### config.mk
export PLATFORM = sky130hd
export DESIGN_NAME = rcr_ctrl
export DESIGN_NICKNAME = d
export VERILOG_FILES = /design/src/rtl/rcr_pkg.sv /design/src/rtl/rcr_decode.sv /design/src/rtl/rcr_store.sv /design/src/rtl/rcr_rdpath.sv /design/src/rtl/rcr_ctrl.sv
export SDC_FILE = /design/constraint.sdc
export NUM_CORES = 1
export LEC_CHECK = 0
export ABC_AREA = 0
export CELL_PAD_IN_SITES_DETAIL_PLACEMENT = 1
export CELL_PAD_IN_SITES_GLOBAL_PLACEMENT = 1
export CORE_ASPECT_RATIO = 1.25
export CORE_UTILIZATION = 15
export CTS_BUF_LIST = sky130_fd_sc_hd__clkbuf_8
export CTS_CLUSTER_DIAMETER = 100
export DETAILED_ROUTE_END_ITERATION = 6
export HOLD_SLACK_MARGIN = 0.15
export PLACE_DENSITY = 0.82
export SYNTH_ARGS = -nofsm -noshare
export SYNTH_HDL_FRONTEND = slang
export SYNTH_HIERARCHICAL = 1
export SYNTH_SLANG_ARGS = --single-unit
### constraint.sdc
create_clock -name clk -period 0.8 [get_ports clk]
set_input_delay 0.12 -clock clk [delete_from_list [all_inputs] [get_ports clk]]
set_output_delay 0.12 -clock clk [all_outputs]
set_load 0.05 [all_outputs]
### src/rtl/rcr_pkg.sv
package rcr_pkg;
  // Bit positions inside the register byte; software depends on them.
  localparam int unsigned KIND_BIT = 1;
  localparam int unsigned TRIG_BIT = 2;
  localparam int unsigned BYTE_W   = 8;
endpackage

### src/rtl/rcr_decode.sv
module rcr_decode #(
  parameter int unsigned ADDR_W    = 16,
  parameter int unsigned BUS_BYTES = 4,
  parameter logic [ADDR_W-1:0] PORT_ADDR = 16'hCF9
) (
  input  logic [ADDR_W-1:0]    io_addr,
  input  logic [BUS_BYTES-1:0] io_be,
  input  logic                 io_wr,
  input  logic                 io_rd,
  output logic                 wr_hit,
  output logic                 rd_hit
);
  localparam int unsigned LANE_W = $clog2(BUS_BYTES);
  localparam int unsigned LANE   = PORT_ADDR % BUS_BYTES;

  logic sel;

  // Aligned dword must match and the register's lane must be enabled.
  always_comb begin
    sel = (io_addr[ADDR_W-1:LANE_W] == PORT_ADDR[ADDR_W-1:LANE_W])
        && (io_addr[LANE_W-1:0] == '0)
        && io_be[LANE];
    wr_hit = sel && io_wr;
    rd_hit = sel && io_rd;
  end
endmodule

### src/rtl/rcr_store.sv
module rcr_store
  import rcr_pkg::*;
(
  input  logic              clk,
  input  logic              rst_n,
  input  logic              wr_hit,
  input  logic [BYTE_W-1:0] wbyte,
  output logic [BYTE_W-1:0] stored,
  output logic              req_pulse
);
  logic kind_q;
  logic trig;
  logic unused_wbits;

  assign trig = wbyte[TRIG_BIT];
  assign unused_wbits = ^{wbyte[BYTE_W-1:TRIG_BIT+1], wbyte[KIND_BIT-1:0]};

  always_ff @(posedge clk or negedge rst_n) begin
    if (!rst_n) begin
      kind_q    <= 1'b0;
      req_pulse <= 1'b0;
    end else begin
      req_pulse <= wr_hit && trig;
      if (wr_hit && !trig) kind_q <= wbyte[KIND_BIT];
    end
  end

  always_comb begin
    stored = '0;
    stored[KIND_BIT] = kind_q;
  end
endmodule

### src/rtl/rcr_rdpath.sv
module rcr_rdpath
  import rcr_pkg::*;
#(
  parameter int unsigned BUS_BYTES = 4,
  parameter int unsigned LANE      = 1
) (
  input  logic                          clk,
  input  logic                          rst_n,
  input  logic                          rd_hit,
  input  logic [BYTE_W-1:0]             stored,
  output logic [BUS_BYTES*BYTE_W-1:0]   rdata,
  output logic                          rdata_vld
);
  logic [BUS_BYTES*BYTE_W-1:0] placed;

  always_comb begin
    placed = '0;
    placed[LANE*BYTE_W +: BYTE_W] = stored;
  end

  always_ff @(posedge clk or negedge rst_n) begin
    if (!rst_n) begin
      rdata     <= '0;
      rdata_vld <= 1'b0;
    end else begin
      rdata_vld <= rd_hit;
      rdata     <= rd_hit ? placed : '0;
    end
  end
endmodule

### src/rtl/rcr_ctrl.sv
module rcr_ctrl
  import rcr_pkg::*;
#(
  parameter int unsigned ADDR_W    = 16,
  parameter int unsigned BUS_BYTES = 4,
  parameter logic [ADDR_W-1:0] PORT_ADDR = 16'hCF9
) (
  input  logic                        clk,
  input  logic                        rst_n,
  input  logic [ADDR_W-1:0]           io_addr,
  input  logic [BUS_BYTES-1:0]        io_be,
  input  logic                        io_wr,
  input  logic                        io_rd,
  input  logic [BUS_BYTES*BYTE_W-1:0] io_wdata,
  output logic [BUS_BYTES*BYTE_W-1:0] io_rdata,
  output logic                        io_rdata_vld,
  output logic                        sys_rst_req
);
  localparam int unsigned LANE = PORT_ADDR % BUS_BYTES;

  logic              wr_hit;
  logic              rd_hit;
  logic [BYTE_W-1:0] stored;
  logic [BYTE_W-1:0] wbyte;

  assign wbyte = io_wdata[LANE*BYTE_W +: BYTE_W];

  rcr_decode #(
    .ADDR_W(ADDR_W), .BUS_BYTES(BUS_BYTES), .PORT_ADDR(PORT_ADDR)
  ) u_dec (
    .io_addr(io_addr), .io_be(io_be), .io_wr(io_wr), .io_rd(io_rd),
    .wr_hit(wr_hit), .rd_hit(rd_hit)
  );

  rcr_store u_store (
    .clk(clk), .rst_n(rst_n), .wr_hit(wr_hit), .wbyte(wbyte),
    .stored(stored), .req_pulse(sys_rst_req)
  );

  rcr_rdpath #(.BUS_BYTES(BUS_BYTES), .LANE(LANE)) u_rd (
    .clk(clk), .rst_n(rst_n), .rd_hit(rd_hit), .stored(stored),
    .rdata(io_rdata), .rdata_vld(io_rdata_vld)
  );
endmodule

==> metrics.md <==
| Metric | Value |
|---|---|
| Leakage | `0.6249 nW` |
| Routed WL per cell | `7.903 µm` |
| Synth unique cells | `12` |
| CTS H-Tree Depth | `1` |
| DIE AREA | `0.004813 mm²` |
| First-pass GRT wire length | `2.021 mm` |
| Die Ht | `77.32 µm` |
| FF-to-FF setup slack | `50 ps` |
| Total track usage | `5.704%` |
| Dpl cells | `157` |
| Failing checks | `negative setup slack` |
| Final hold violation count | `0` |
| Post-route minimum period | `1237 ps` |
| Total grt overflow | `0` |
| Met2 WL | `754 µm` |
| Final period utilization | `154.6%` |
| Worst setup margin | `-436.9 ps` |
| CTS root buffer | `clkbuf_8` |
| FP Rows | `27` |
| Mapped cell area | `680.7 µm²` |
| CP startpoint kind | `input port` |
| Avg Vias per Cell | `2.964` |
| RSZ-0062 raised after global routing | `yes` |
| Routed wire length | `1.304 mm` |
| Met3 routed WL | `146 µm` |
| Type of the most critical hold path | `in2async` |
| Final Max Tran Viols | `0` |
| Clock Sinks | `11` |
| Share of cells above drive strength 1 | `33.64%` |
| Worst EP arrival | `1360 ps` |
| I/O pin cnt | `90` |
| TritonCTS clock tree | `done` |
| Final Setup Violations | `14` |
| Vias in the first global route | `474` |
| DRC viols | `0` |
| Crit Path Category | `in2reg` |
| Mean post-synth cell area | `10.47 µm²` |
| Initial Utilization | `15.50%` |
| Final net count | `164` |
| Core Area | `0.004392 mm²` |
| Post-Layout Cell Count | `165` |
| Drt pass-1 iters | `2` |
| Num CTS Buffers | `3` |
| DRT iter0 DRCs | `3` |
| Chip width | `62.25 µm` |
| WL met1 | `358 µm` |
| Peak VDD IR | `0.0003621 V` |
| Port bufs | `32` |
| Gate Count Post-Synth | `65` |
| # Max-Cap Violations | `0` |
| Detail Route Antenna Nets | `0` |
| Worst-Skew Late Latency | `230 ps` |
| Clk buf depth | `2` |
| Initial antenna violation count | `0` |
| Via count | `489` |
| Layout area overhead | `75.37%` |
| Status | `finished, violations left` |
| GP Congestion | `0.6489` |
| CP required | `920 ps` |
| CP max FO | `2` |
| Yosys reg bits | `11` |
| Worst slack, placed | `-1156 ps` |
| Largest net degree at the start of global routing | `12` |
| Sequential fraction of the synthesis area | `40.44%` |
| FMAX | `808.5 MHz` |
| Finished Core Util | `27.18%` |
| Diodes inserted | `0` |
| PwrDens | `1232 mW/mm²` |
| Post-CTS Hold Fix Bufs | `0` |
| Worst Setup End Kind | `flop` |
| Max Used Layer | `met4` |
| CTS clk-pin slew, worst paths | `50 ps` |
| Synth warn | `6` |
| Clk_skew | `0.08102 ps` |
routing by layer:
layer	vias up	GRT usage, %
li1	226	-
met1	214	3.881
met2	44	11.98
met3	5	1.488
met4	0	4.884
met5	-	0
timing repair:
action                                  in CTS  in global routing
pin swaps                                    5                  5
setup buffers                                3                  2
endpoints found under the setup margin      14                 14
resized for setup                           30                 12
hold endpoints to repair                     0                  0
Yosys cell counts:
| cell | count | area, µm² |
|---|---|---|
| and2_1 | 8 | 50.05 |
| and2_2 | 1 | 7.510 |
| and4b_1 | 1 | 10.01 |
| buf_4 | 32 | 240.2 |
| conb_1 | 2 | 7.510 |
| dfrtp_1 | 11 | 275.3 |
| mux2_4 | 1 | 15.01 |
| nand2b_1 | 3 | 18.77 |
| nand4b_1 | 2 | 17.52 |
| nor2b_4 | 1 | 13.76 |
| nor4_1 | 2 | 12.51 |
| nor4_2 | 1 | 12.51 |
critical path, cell delays in order:
cell,delay [ps]
dlygate4sd2_1,190
and4b_1,180
nand4b_1,180
nor4_4,200
nor2b_4,190
mux2_4,290
layout by cell type, fill, tap and decap left out:
cell type        instances
conb_1                  31
dfrtp_1                 11
buf_12                  10
buf_4                    9
and2_1                   8
dlygate4sd2_1            6
dlymetal6s2s_1           4
clkdlybuf4s50_1          4
clkbuf_8                 3
nor4_4                   3
clkbuf_2                 2
buf_2                    2
buf_6                    2
clkdlybuf4s15_1          2
nand4b_1                 2
nand2b_4                 2
inv_1                    1
and4b_1                  1
nand2b_1                 1
and2_2                   1
nor2b_4                  1
mux2_4                   1
power by group:
group / switching (mW) / internal, mW
Sequential: 0.00000408 / 0.558
Clock: 0.186 / 0.335
Combinational: 0.296 / 0.0964
Total: 0.482 / 0.989
state kept, by name, indices dropped and copies added (netlist names):
register,count
u_rd/rdata_vld,1
u_store/kind_q,1
u_store/req_pulse,1
u_rd/rdata,8
final timing paths:
path                            cells after the start           start              to
min in group clk                                    4     io_addr[13]   u_rd/rdata[9]
max in group asynchronous                           2           rst_n   u_rd/rdata[8]
worst max-delay path                                6      io_addr[7]  u_store/kind_q
worst min-delay path                                2           rst_n  u_rd/rdata[14]
worst max register to register                      1  u_store/kind_q  u_store/kind_q
worst min register to register                      1  u_store/kind_q   u_rd/rdata[9]
area by class of cell:
type	instances	area, µm²
Fill cell	511	3198
Timing Repair Buffer	41	473.0
Multi-Input combinational cell	51	327.8
Sequential cell	11	275.3
Tap cell	58	72.57
Clock buffer	3	41.29
Clock inverter	1	3.754
kinds of logic after synthesis:
logic type	count (synthesis)	synth area share, %
other cells	2	1.103
simple gates	19	20.96
buf+inv	32	35.29
mux	1	2.205
flops	11	40.44
through the flow:
step                      cell area, µm²  power [mW]  hold WS, ps  setup TNS, ps
after floorplan                    810.8      0.9448       -175.6          -1487
after global placement              1101      0.9607        419.4          -3649
after detailed placement            1101      0.9632        441.1          -3860
after CTS                           1162       1.475        187.2          -2643
after global routing                1194       1.520        195.7          -2589
final                               1194       1.471        181.3          -2069
(Power assumes the default switching activity.)
